### src/rtl/fpanel_pkg.sv
package fpanel_pkg;

  typedef enum logic [1:0] {
    RS_HALT = 2'd0,
    RS_RUN  = 2'd1,
    RS_STEP = 2'd2
  } run_state_e;

  typedef enum logic [2:0] {
    OP_NONE    = 3'd0,
    OP_EXAM    = 3'd1,
    OP_EXAM_NX = 3'd2,
    OP_DEP     = 3'd3,
    OP_DEP_NX  = 3'd4
  } panel_op_e;

  function automatic panel_op_e pick_op(input logic exam, input logic exam_nx,
                                        input logic dep, input logic dep_nx);
    if (exam)         return OP_EXAM;
    else if (exam_nx) return OP_EXAM_NX;
    else if (dep)     return OP_DEP;
    else if (dep_nx)  return OP_DEP_NX;
    else              return OP_NONE;
  endfunction

endpackage

### src/rtl/fp_runctl.sv
module fp_runctl
  import fpanel_pkg::*;
(
  input  logic clk,
  input  logic rst_n,
  input  logic idle_i,
  input  logic runhalt_i,
  input  logic step_i,
  input  logic insn_done_i,
  output logic halted_o,
  output logic cpu_run_o
);
  run_state_e state_q, state_d;

  always_comb begin
    state_d = state_q;
    unique case (state_q)
      RS_HALT: begin
        if (idle_i && step_i)         state_d = RS_STEP;
        else if (idle_i && runhalt_i) state_d = RS_RUN;
      end
      RS_RUN:  if (runhalt_i)   state_d = RS_HALT;
      RS_STEP: if (insn_done_i) state_d = RS_HALT;
      default: state_d = RS_HALT;
    endcase
  end

  always_ff @(posedge clk) begin
    if (!rst_n) state_q <= RS_HALT;
    else        state_q <= state_d;
  end

  assign halted_o  = (state_q == RS_HALT);
  assign cpu_run_o = (state_q != RS_HALT);
endmodule

### src/rtl/fp_memseq.sv
module fp_memseq
  import fpanel_pkg::*;
#(
  parameter int AW = 16,
  parameter int DW = 8
) (
  input  logic          clk,
  input  logic          rst_n,
  input  logic          accept_i,
  input  logic          exam_i,
  input  logic          exam_nx_i,
  input  logic          dep_i,
  input  logic          dep_nx_i,
  input  logic [AW-1:0] sw_addr_i,
  input  logic [DW-1:0] latch_i,
  input  logic          mem_ready_i,
  output logic          mem_valid_o,
  output logic          mem_we_o,
  output logic [AW-1:0] addr_o,
  output logic [DW-1:0] mem_wdata_o,
  output logic          rd_done_o
);
  localparam logic [AW-1:0] ONE = AW'(1);

  panel_op_e       op;
  logic [AW-1:0]   addr_q;
  logic            valid_q;
  logic            we_q;
  logic [DW-1:0]   wdata_q;

  always_comb begin
    op = OP_NONE;
    if (accept_i && !valid_q) op = pick_op(exam_i, exam_nx_i, dep_i, dep_nx_i);
  end

  always_ff @(posedge clk) begin
    if (!rst_n) begin
      addr_q  <= '0;
      valid_q <= 1'b0;
      we_q    <= 1'b0;
      wdata_q <= '0;
    end else if (valid_q) begin
      if (mem_ready_i) valid_q <= 1'b0;
    end else begin
      unique case (op)
        OP_EXAM: begin
          addr_q  <= sw_addr_i;
          valid_q <= 1'b1;
          we_q    <= 1'b0;
        end
        OP_EXAM_NX: begin
          addr_q  <= addr_q + ONE;
          valid_q <= 1'b1;
          we_q    <= 1'b0;
        end
        OP_DEP: begin
          valid_q <= 1'b1;
          we_q    <= 1'b1;
          wdata_q <= latch_i;
        end
        OP_DEP_NX: begin
          addr_q  <= addr_q + ONE;
          valid_q <= 1'b1;
          we_q    <= 1'b1;
          wdata_q <= latch_i;
        end
        default: ;
      endcase
    end
  end

  assign mem_valid_o = valid_q;
  assign mem_we_o    = we_q;
  assign addr_o      = addr_q;
  assign mem_wdata_o = wdata_q;
  assign rd_done_o   = valid_q && mem_ready_i && !we_q;
endmodule

### src/rtl/fp_latch.sv
module fp_latch #(
  parameter int DW = 8
) (
  input  logic          clk,
  input  logic          rst_n,
  input  logic          edit_en_i,
  input  logic [DW-1:0] set_i,
  input  logic [DW-1:0] clr_i,
  input  logic          load_i,
  input  logic [DW-1:0] load_data_i,
  output logic [DW-1:0] data_o
);
  logic [DW-1:0] bits_q;

  for (genvar i = 0; i < DW; i++) begin : g_bit
    always_ff @(posedge clk) begin
      if (!rst_n)                                   bits_q[i] <= 1'b0;
      else if (load_i)                              bits_q[i] <= load_data_i[i];
      else if (edit_en_i && set_i[i] && !clr_i[i])  bits_q[i] <= 1'b1;
      else if (edit_en_i && clr_i[i] && !set_i[i])  bits_q[i] <= 1'b0;
    end
  end

  assign data_o = bits_q;
endmodule

### src/rtl/fpanel_ctrl.sv
module fpanel_ctrl
  import fpanel_pkg::*;
#(
  parameter int AW = 16,
  parameter int DW = 8
) (
  input  logic          clk,
  input  logic          rst_n,
  input  logic [AW-1:0] sw_addr,
  input  logic [DW-1:0] btn_set,
  input  logic [DW-1:0] btn_clr,
  input  logic          btn_exam,
  input  logic          btn_exam_nxt,
  input  logic          btn_dep,
  input  logic          btn_dep_nxt,
  input  logic          btn_runhalt,
  input  logic          btn_step,
  input  logic          cpu_insn_done,
  input  logic [AW-1:0] cpu_addr,
  input  logic [DW-1:0] cpu_data,
  output logic          cpu_run,
  output logic          bus_own,
  output logic          mem_valid,
  input  logic          mem_ready,
  output logic          mem_we,
  output logic [AW-1:0] mem_addr,
  output logic [DW-1:0] mem_wdata,
  input  logic [DW-1:0] mem_rdata,
  output logic [AW-1:0] led_addr,
  output logic [DW-1:0] led_data
);
  logic          halted;
  logic          run_en;
  logic          busy;
  logic          rd_done;
  logic          accept;
  logic          edit_en;
  logic [AW-1:0] panel_addr;
  logic [DW-1:0] latch_val;

  // Step and Run/Halt outrank memory commands in the same cycle.
  assign accept  = halted && !btn_step && !btn_runhalt;
  assign edit_en = halted && !busy;

  fp_runctl u_runctl (
    .clk         (clk),
    .rst_n       (rst_n),
    .idle_i      (!busy),
    .runhalt_i   (btn_runhalt),
    .step_i      (btn_step),
    .insn_done_i (cpu_insn_done),
    .halted_o    (halted),
    .cpu_run_o   (run_en)
  );

  fp_memseq #(.AW(AW), .DW(DW)) u_memseq (
    .clk         (clk),
    .rst_n       (rst_n),
    .accept_i    (accept),
    .exam_i      (btn_exam),
    .exam_nx_i   (btn_exam_nxt),
    .dep_i       (btn_dep),
    .dep_nx_i    (btn_dep_nxt),
    .sw_addr_i   (sw_addr),
    .latch_i     (latch_val),
    .mem_ready_i (mem_ready),
    .mem_valid_o (busy),
    .mem_we_o    (mem_we),
    .addr_o      (panel_addr),
    .mem_wdata_o (mem_wdata),
    .rd_done_o   (rd_done)
  );

  fp_latch #(.DW(DW)) u_latch (
    .clk         (clk),
    .rst_n       (rst_n),
    .edit_en_i   (edit_en),
    .set_i       (btn_set),
    .clr_i       (btn_clr),
    .load_i      (rd_done),
    .load_data_i (mem_rdata),
    .data_o      (latch_val)
  );

  assign cpu_run   = run_en;
  assign bus_own   = halted;
  assign mem_valid = busy;
  assign mem_addr  = panel_addr;
  assign led_addr  = run_en ? cpu_addr : panel_addr;
  assign led_data  = run_en ? cpu_data : latch_val;
endmodule

### config.mk
export PLATFORM = sky130hd
export DESIGN_NAME = fpanel_ctrl
export DESIGN_NICKNAME = d
export VERILOG_FILES = /design/src/rtl/fpanel_pkg.sv /design/src/rtl/fp_runctl.sv /design/src/rtl/fp_memseq.sv /design/src/rtl/fp_latch.sv /design/src/rtl/fpanel_ctrl.sv
export SDC_FILE = /design/constraint.sdc
export NUM_CORES = 1
export LEC_CHECK = 0
export BUFFER_PORTS_ARGS = -buffer_cell sky130_fd_sc_hd__buf_2
export CAP_MARGIN = 20
export CORE_UTILIZATION = 40
export CTS_BUF_LIST = sky130_fd_sc_hd__clkbuf_8
export CTS_CLUSTER_DIAMETER = 120
export DETAILED_ROUTE_END_ITERATION = 16
export PLACE_DENSITY = 0.76
export SETUP_SLACK_MARGIN = 0.05
export SLEW_MARGIN = 20
export SYNTH_ARGS = -nofsm -noshare
export SYNTH_HDL_FRONTEND = slang
export SYNTH_HIERARCHICAL = 1
export SYNTH_SLANG_ARGS = --single-unit
### constraint.sdc
create_clock -name clk -period 5.7 [get_ports clk]
set_input_delay 1.14 -clock clk [delete_from_list [all_inputs] [get_ports clk]]
set_output_delay 1.14 -clock clk [all_outputs]
set_load 0.05 [all_outputs]
==> metrics.txt <==
Buf/Inv on CP=1; Global Route Usage Sum=22.2%; register bit count reported by yosys=36; antenna-violating nets left=0; HPWL Detailed=5350 um; clk slew on worst S/H paths=0.08 ns; Clock Sinks=36; Post-Syn Instances=281; cell depth of the worst flop-to-flop path=7; critical path data required time=5.89 ns; Max FO, Critical Path=16; layout cells sized above 1=41.4%; Peak VDD IR=0.145 mV; Worst setup SP type=primary input; Filler cells=562; Setup TNS=0 ns; Final Slew Violations=0; CP delay by family, top=compound AO/OA/AOI/OAI gates; chip height=79.8 um; Setup Fix Bufs, Post-CTS=0; crit path cell chain=buf_2 > nor3b_1 > or3b_4 > a21oi_2 > mux2_2 > a221oi_1; die width=79.8 um; Top-Level Pins=126; clk buf depth=2; HP Start=u_memseq/mem_wdata_o[2]; Initial Utilization=42.7%; Crit Path Category=primary input to register; Post-Syn Nets=356; 1st-pass router iterations=4; Avg Cell Area, Syn=8.62 sq um; vias per inst=5.55; Multi-input gate area=1550 sq um; status=finished, final reports clean; Critical Path AT=3.45 ns; Port Buf Inserts=125; Root Buffer=clkbuf_8; DRC violations left=0; max cap viols=0; FF/Latch Area=721 sq um; PD cells=258 nW/um^2; Tmin final=3.26 ns; First DRT Iteration DRCs=148; highest clock rate=307 MHz; Die Footprint=6370 sq um; Synth Cell Area=2420 sq um; ys flop type=dfxtp_1; Core ar.=5680 sq um; LEAKAGE=0.00143 uW; antenna violations before repair=0; class of the worst hold path=register to register; YS warnings=6; Worst Setup End Kind=register; area grow syn2layout=29.5%; clock skew=0.00688 ns; hold path endpoint=u_memseq/mem_wdata_o[2]; hold path cells=2; cts repair resizes=0; Slew @ Worst Pin=0.979 ns; DR WL/cell=15.2 um; max_slew headroom=34.6%; FP Rows=27; register area share after synthesis=29.7%; RSZ-0062 raised after global routing=no; worst reg-to-reg setup slack=2.75 ns; final setup fails=0; total grt overflow=0; CTS tree=done; Antenna Cells=0; endpoints failing hold=0; FF-to-FF End=u_memseq/addr_o[6]; vias in the first global route=2,360; Tot Pwr=809 uW; async set or reset register ratio after synthesis=0%; crit share post-route=57.1%; CP peak stage delay=0.65 ns; htree depth=2; via count=2,612; largest net degree at the start of global routing=32; r2r startpoint=u_runctl/state_q[1]; CP Depth=6; Final Wtd Congestion=0.807; Layout Utilization=55.3%; cts hold-fix bufs=0; number of synthesized flops with an enable pin=0; slowest cell on the critical path=a21oi_2; global-route wire length before repair=11,000 um; Cell variety after synth=52; fin nets=473; worst skew pair latency=0.29 ns; final hold slack=0.493 ns; Num CTS Buffers=5; DRT Wirelength=7150 um
## power by group
group | total [uW] | leakage [uW] | internal, uW | switching (uW)
Combinational | 295 | 0.00109 | 103 | 192
Sequential | 289 | 0.000294 | 267 | 21.8
Clock | 226 | 0.0000541 | 129 | 96.6
## logic make-up (layout without fill, tap and decap cells)
kind of cell / count (synthesis) / after routing / synth area share (%)
muxes: 39 / 39 / 20.5
xor gates and xnor gates: 2 / 2 / 0.723
adders and majority gates: 1 / 1 / 0.516
buffers and inverters: 25 / 143 / 6.50
AOI/OAI and AO/OA: 78 / 78 / 19.4
and+or+nand+nor: 100 / 100 / 22.7
DFF: 36 / 36 / 29.7
## cells in the mapped netlist (3+ instances only)
library cell  count  area share [%]
clkbuf_1          6            0.93
mux2i_1          14             5.8
nor4_1            3            0.77
and3_1            5             1.3
nor3_1            3            0.62
mux2_2            5             2.3
buf_2             4            0.83
dfxtp_1          36              30
mux2_4           20              12
o21ai_0          19             3.9
buf_6             3             1.4
inv_1             7             1.1
nor2b_1           9             2.3
a21oi_1          27             5.6
nand2b_1          7             1.8
o211ai_1          3            0.93
nor2_1           17             2.6
nand2_1          22             3.4
o22ai_1           6             1.5
nand3_1           7             1.4
and4_1            3             1.1
a211oi_1          7             2.2
nand4_1           8             2.1
## cells in the final DEF, fill, tap and decap left out, types with 3 or more instances in the layout
cell,netlist,layout
and4_1,3,3
nand3_1,7,7
nand2_1,22,22
buf_2,4,125
nand2b_1,7,7
mux2_4,20,20
nand4_1,8,8
nor2_1,17,17
nor4_1,3,3
nor2b_1,9,9
a21oi_1,27,27
o22ai_1,6,6
inv_1,7,7
o211ai_1,3,3
a211oi_1,7,7
dfxtp_1,36,36
and3_1,5,5
mux2_2,5,5
mux2i_1,14,14
o21ai_0,19,19
clkbuf_8,0,5
## how the worst max path moves through the flow
stage	from	end	slack (ns)
3_3_place_gp	btn_step	u_memseq/addr_o[6]	2.23
6_report	btn_step	u_memseq/addr_o[6]	2.44
5_1_grt	btn_step	u_memseq/addr_o[6]	2.26
3_5_place_dp	btn_step	u_memseq/addr_o[6]	2.17
4_1_cts	btn_step	u_memseq/addr_o[6]	2.47
2_1_floorplan	u_runctl/state_q[1]	u_memseq/addr_o[6]	2.75
## cell type report
type | count | share of cell area, %
clock buffer | 5 | 2.19
clock inverter | 3 | 1.36
inverter | 9 | 1.08
multi-input combinational | 220 | 49.4
sequential | 36 | 23.0
tap | 72 | 2.87
timing repair buffer | 126 | 20.2
## stage by stage
step	std cells	instance area (sq um)	worst slack, ns
2_1_floorplan	281	2420	2.75
3_3_place_gp	463	3030	2.23
3_5_place_dp	463	3030	2.17
4_1_cts	471	3140	2.47
5_1_grt	471	3140	2.26
6_report	471	3140	2.44
## state kept, by name (all words and copies together), names as in the netlist
register and flops:
u_memseq/addr_o 16, u_memseq/mem_valid_o 1, u_memseq/mem_we_o 1, u_latch/data_o 8, u_runctl/state_q 2, u_memseq/mem_wdata_o 8
## metal layers
layer | vias to the layer above | track usage (%) | part of all wire (%) | routed length, um
li1 | 1275 | - | - | -
met5 | - | 0 | 0 | 0
met1 | 1236 | 25.8 | 41 | 2910
met4 | 0 | 9.29 | 2.2 | 154
met3 | 12 | 4.34 | 5.8 | 417
met2 | 89 | 39.5 | 51 | 3670
## worst min-delay path: cells and delay by family, from the launching register on
| kind | cells | cell delay (ns) |
|---|---|---|
| DFF | 1 | 0.33 |
| muxes | 1 | 0.06 |
| and+or+nand+nor | 1 | 0.07 |
Power figures use the tool's default switching activity.
